===== config.mk =====
export PLATFORM = sky130hd
export DESIGN_NAME = rei_line_monitor
export DESIGN_NICKNAME = d
export VERILOG_FILES = /design/src/rtl/rei_mon_pkg.sv /design/src/rtl/rei_extract.sv /design/src/rtl/rei_accum.sv /design/src/rtl/rei_irq.sv /design/src/rtl/rei_line_monitor.sv
export SDC_FILE = /design/constraint.sdc
export NUM_CORES = 1
export LEC_CHECK = 0
export ABC_AREA = 1
export BUFFER_PORTS_ARGS = -buffer_cell sky130_fd_sc_hd__buf_2
export CAP_MARGIN = 10
export CORE_AREA = 5 5 111 113
export CTS_CLUSTER_DIAMETER = 150
export DETAILED_ROUTE_END_ITERATION = 10
export DIE_AREA = 0 0 116 118
export GPL_TIMING_DRIVEN = 0
export SLEW_MARGIN = 20
export SYNTH_ARGS = -nofsm -noshare
export SYNTH_HDL_FRONTEND = slang
export SYNTH_HIERARCHICAL = 1
export SYNTH_SLANG_ARGS = --single-unit

===== constraint.sdc =====
create_clock -name clk -period 3.3 [get_ports clk]
set_input_delay 0 -clock clk [delete_from_list [all_inputs] [get_ports clk]]
set_output_delay 0 -clock clk [all_outputs]
set_load 0.02 [all_outputs]

===== src/rtl/rei_mon_pkg.sv =====
package rei_mon_pkg;
  localparam int ADDR_W  = 3;
  localparam int AMT_W   = 5;
  localparam int REI_MAX = 24;
  localparam int STS_BIT = 5;

  localparam logic [ADDR_W-1:0] A_STATUS = 3'd0;
  localparam logic [ADDR_W-1:0] A_ENABLE = 3'd1;
  localparam logic [ADDR_W-1:0] A_CNT3   = 3'd4;
  localparam logic [ADDR_W-1:0] A_CNT2   = 3'd5;
  localparam logic [ADDR_W-1:0] A_CNT1   = 3'd6;
  localparam logic [ADDR_W-1:0] A_CNT0   = 3'd7;

  function automatic logic [AMT_W-1:0] clamp_rei(input logic [7:0] m);
    if (m > 8'(REI_MAX)) return AMT_W'(REI_MAX);
    return m[AMT_W-1:0];
  endfunction
endpackage


===== src/rtl/rei_extract.sv =====
module rei_extract
  import rei_mon_pkg::*;
(
  input  logic             clk,
  input  logic             rst_n,
  input  logic             frame_start,
  input  logic             m1_valid,
  input  logic [7:0]       m1_byte,
  output logic             evt,
  output logic [AMT_W-1:0] evt_amt
);
  logic armed_q;
  logic take;

  // One evaluation per frame; a byte alongside the strobe opens the new frame
  assign take    = m1_valid && (armed_q || frame_start);
  assign evt     = take && (m1_byte != 8'd0);
  assign evt_amt = clamp_rei(m1_byte);

  always_ff @(posedge clk) begin
    if (!rst_n)           armed_q <= 1'b1;
    else if (frame_start) armed_q <= !m1_valid;
    else if (m1_valid)    armed_q <= 1'b0;
  end
endmodule


===== src/rtl/rei_accum.sv =====
module rei_accum
  import rei_mon_pkg::*;
#(
  parameter int CNT_W = 32
) (
  input  logic             clk,
  input  logic             rst_n,
  input  logic             evt,
  input  logic [AMT_W-1:0] evt_amt,
  input  logic             take_snap,
  output logic [CNT_W-1:0] live,
  output logic [31:0]      snap
);
  localparam int SUM_W = CNT_W + 1;

  logic [CNT_W-1:0] base;
  logic [SUM_W-1:0] sum;
  logic [CNT_W-1:0] nxt;

  always_comb begin
    base = take_snap ? '0 : live;
    sum  = {1'b0, base} + SUM_W'(evt_amt);
    if (!evt)              nxt = base;
    else if (sum[CNT_W])   nxt = '1;
    else                   nxt = sum[CNT_W-1:0];
  end

  always_ff @(posedge clk) begin
    if (!rst_n) begin
      live <= '0;
      snap <= '0;
    end else begin
      live <= nxt;
      if (take_snap) snap <= 32'(live);
    end
  end
endmodule


===== src/rtl/rei_irq.sv =====
module rei_irq (
  input  logic clk,
  input  logic rst_n,
  input  logic evt,
  input  logic sts_read,
  input  logic en_write,
  input  logic en_value,
  output logic sts,
  output logic en,
  output logic irq_n
);
  always_ff @(posedge clk) begin
    if (!rst_n) begin
      sts <= 1'b0;
      en  <= 1'b0;
    end else begin
      if (evt)           sts <= 1'b1;
      else if (sts_read) sts <= 1'b0;
      if (en_write)      en  <= en_value;
    end
  end

  assign irq_n = ~(sts & en);
endmodule


===== src/rtl/rei_line_monitor.sv =====
module rei_line_monitor
  import rei_mon_pkg::*;
#(
  parameter int CNT_W = 32
) (
  input  logic              clk,
  input  logic              rst_n,
  input  logic              frame_start,
  input  logic              m1_valid,
  input  logic [7:0]        m1_byte,
  input  logic              rd_en,
  input  logic [ADDR_W-1:0] rd_addr,
  output logic [7:0]        rd_data,
  input  logic              wr_en,
  input  logic [ADDR_W-1:0] wr_addr,
  input  logic [7:0]        wr_data,
  output logic              irq_n
);
  logic             evt;
  logic [AMT_W-1:0] evt_amt;
  logic [CNT_W-1:0] live_cnt;
  logic [31:0]      snap;
  logic [31:0]      live32;
  logic             sts, irq_en;
  logic             rd_sts, rd_top;
  logic [7:0]       rd_mux;

  assign rd_sts = rd_en && (rd_addr == A_STATUS);
  assign rd_top = rd_en && (rd_addr == A_CNT3);
  assign live32 = 32'(live_cnt);

  rei_extract u_ext (
    .clk(clk), .rst_n(rst_n), .frame_start(frame_start),
    .m1_valid(m1_valid), .m1_byte(m1_byte), .evt(evt), .evt_amt(evt_amt)
  );

  rei_accum #(.CNT_W(CNT_W)) u_acc (
    .clk(clk), .rst_n(rst_n), .evt(evt), .evt_amt(evt_amt),
    .take_snap(rd_top), .live(live_cnt), .snap(snap)
  );

  rei_irq u_irq (
    .clk(clk), .rst_n(rst_n), .evt(evt), .sts_read(rd_sts),
    .en_write(wr_en && (wr_addr == A_ENABLE)), .en_value(wr_data[STS_BIT]),
    .sts(sts), .en(irq_en), .irq_n(irq_n)
  );

  always_comb begin
    rd_mux = 8'h00;
    case (rd_addr)
      A_STATUS: rd_mux[STS_BIT] = sts;
      A_ENABLE: rd_mux[STS_BIT] = irq_en;
      A_CNT3:   rd_mux = live32[31:24];
      A_CNT2:   rd_mux = snap[23:16];
      A_CNT1:   rd_mux = snap[15:8];
      A_CNT0:   rd_mux = snap[7:0];
      default:  rd_mux = 8'h00;
    endcase
  end

  always_ff @(posedge clk) begin
    if (!rst_n)     rd_data <= 8'h00;
    else if (rd_en) rd_data <= rd_mux;
  end
endmodule


==> impl_metrics.ini <==
[global_routing]
grt_start_max_net_pins = 20
first_global_vias = 3914
antenna_found_initial = 0
overflow = 0
grt_pass1_wl_mm = 19.39
grt.total_usage_pct = 17.91

[pwr]
clkPwrFrac_pct = 53.9
p_seq_share_pct = 37.9
p_leak_nw = 2.069
p_sw_mw = 0.5067
cellInternalPower_mw = 1.707
ir_drop_mv = 0.2168
power_density_mw_per_mm2 = 456.7
switching_share_pct = 22.88
p_total_mw = 2.214
p_comb_share_pct = 8.1

[die]
fp.dieH_um = 118
rows = 39
core_mm2 = 0.01122
ios = 37
start_util_pct = 36.48
die_area_mm2 = 0.01369
die_w_um = 116

[worst_hold_path]
hold_class = input port to register

[place]
port_buffers = 27
dp_hpwl_mm = 9.241
dp_slack_ns = -0.6629
gp_congestion = 0.9519

[worst_setup_path]
cpPeakStageDelay_ns = 0.44
cp.arrival_ns = 3.12
cp_max_fo = 10
critPathCaptureType = register
critPathSlowestCell = fa_1
crit_type = input port to register
crit_top_cell = nand2_1
crit_path_start_kind = input port
path_cells = buf_2 > clkinv_1 > nor4_4 > inv_2 > buf_6 > buf_4 > nand2_1 > inv_1 > ha_1 > fa_1 > nand2_1 > nand2_1 > nand3_1 > nand2_2 > inv_2 > nor2_2 > nand4_4 > nand3_1 > and2_1
r2r_slack_ns = 1.09
worstPathRequired_ns = 3.52
cp_num_buf_inv = 7
critical_path.top_delay_family = simple AND/OR/NAND/NOR gates

[clocking]
cts_tree = done
clk_path_buf_depth = 2
post-cts-setup-buffers = 0
numCtsBuffers = 9
root_buffer = clkbuf_16
clock_sinks = 67
worstSkewPairLatency_ns = 0.33
cts_htree_levels = 3
clk_pin_slew_worst_paths_ns = 0.06

[layout]
antenna_cells = 0
drive_above_1_share_pct = 14.81
layout_common_cells = nand2_1, inv_1, nor2_1
layout.area.seq_mm2 = 0.001341
fin_util_pct = 43.20
syn2layout_area_growth_pct = 18.43
fin_nets = 711
fillers = 1175
layout_commonest_cell = nand2_1
multi_input_area_mm2 = 0.002287

[routing]
wl_met1_mm = 5.467
drt_iter0_markers = 419
wire_per_inst_um = 14.53
num_vias = 4201
wl_met2_mm = 5.438
ant_nets = 0
highest_layer = met4
drc = 0
vias_per_cell = 5.092
wl_mm = 11.99
drtPass1Iterations = 5
wl_met3_um = 800

[sta]
slew_violations = 0
rsz0062_at_grt = false
tightestPinTransition_ns = 0.7281
fin_ws_ns = 0.4010
slew_headroom_pct = 51.46
period_needed_ns = 2.899
period_share_pct = 87.85
fin_tns_setup_ns = 0
finalSetupViolCount = 0
hold-worst-slack_ns = 0.01300
max_clock_freq_ghz = 0.3450
final-hold-violation-count = 0
clock-skew-final_ns = 0.007324

[yosys]
syn_nets = 668
syn_inst = 634
avgSynthCellArea_um2 = 6.457
yosysWarnings = 6
synthesis.area_mm2 = 0.004094

[run]
drv_cap = 0

[outcome]
status = finished, final reports clean
-- tightest hold or removal path: stages --
cell     delay [ns]
buf_2          0.14
o21ai_0        0.08
a21oi_1        0.06
-- stage by stage --
step | instances | instance area [um^2]
floorplan | 634 | 4094
global placement | 804 | 4408
CTS | 825 | 4837
finish | 825 | 4848
global route | 825 | 4848
detailed placement | 804 | 4408
-- power by group through the flow --
stage | logic, mW | clock network, mW | registers [mW]
after floorplan | 0.117 | 0 | 0.855
after global placement | 0.167 | 0 | 0.858
after detailed placement | 0.171 | 0 | 0.858
after CTS | 0.177 | 1.20 | 0.840
after global routing | 0.200 | 1.25 | 0.842
final | 0.180 | 1.19 | 0.840
-- routing by layer --
layer,vias up,global-route usage [%]
li1,2124,-
met1,1909,24.36
met2,146,28.09
met3,22,3.290
met4,0,6.381
met5,-,0
-- state kept, by name, indices dropped and copies added, names as in the netlist --
signal / cells
u_acc/snap: 24
rd_data: 8
u_irq/sts: 1
u_ext/armed_q: 1
u_irq/en: 1
u_acc/live: 32
-- path summary, 6_finish.rpt --
kind	startpoint	end	depth (start not counted)
setup reg to reg	u_acc/live[3]$_SDFF_PN0_	u_acc/live[21]$_SDFF_PN0_	13
hold reg to reg	rd_data[2]$_SDFFE_PN0P_	rd_data[2]$_SDFFE_PN0P_	2
hold / removal	rd_en	rd_data[4]$_SDFFE_PN0P_	3
setup / recovery	rd_en	u_acc/live[30]$_SDFF_PN0_	19
-- timing repair --
action / in CTS / in global routing
pin swaps: 0 / 0
gates resized for setup: 1 / 2
hold buffers: 6 / 0
endpoints found under the setup margin: 31 / 7
endpoints found under the hold margin: 4 / 0
-- final cells by class --
| class | instances | area share, % |
|---|---|---|
| Buffer | 24 | 2.839 |
| Clock inverter | 6 | 2.839 |
| Multi-Input combinational cell | 451 | 47.17 |
| Timing Repair Buffer | 33 | 4.026 |
| Tap cell | 143 | 3.690 |
| Inverter | 91 | 7.045 |
| Clock buffer | 10 | 4.723 |
| Sequential cell | 67 | 27.66 |
Power figures use the tool's default switching activity.
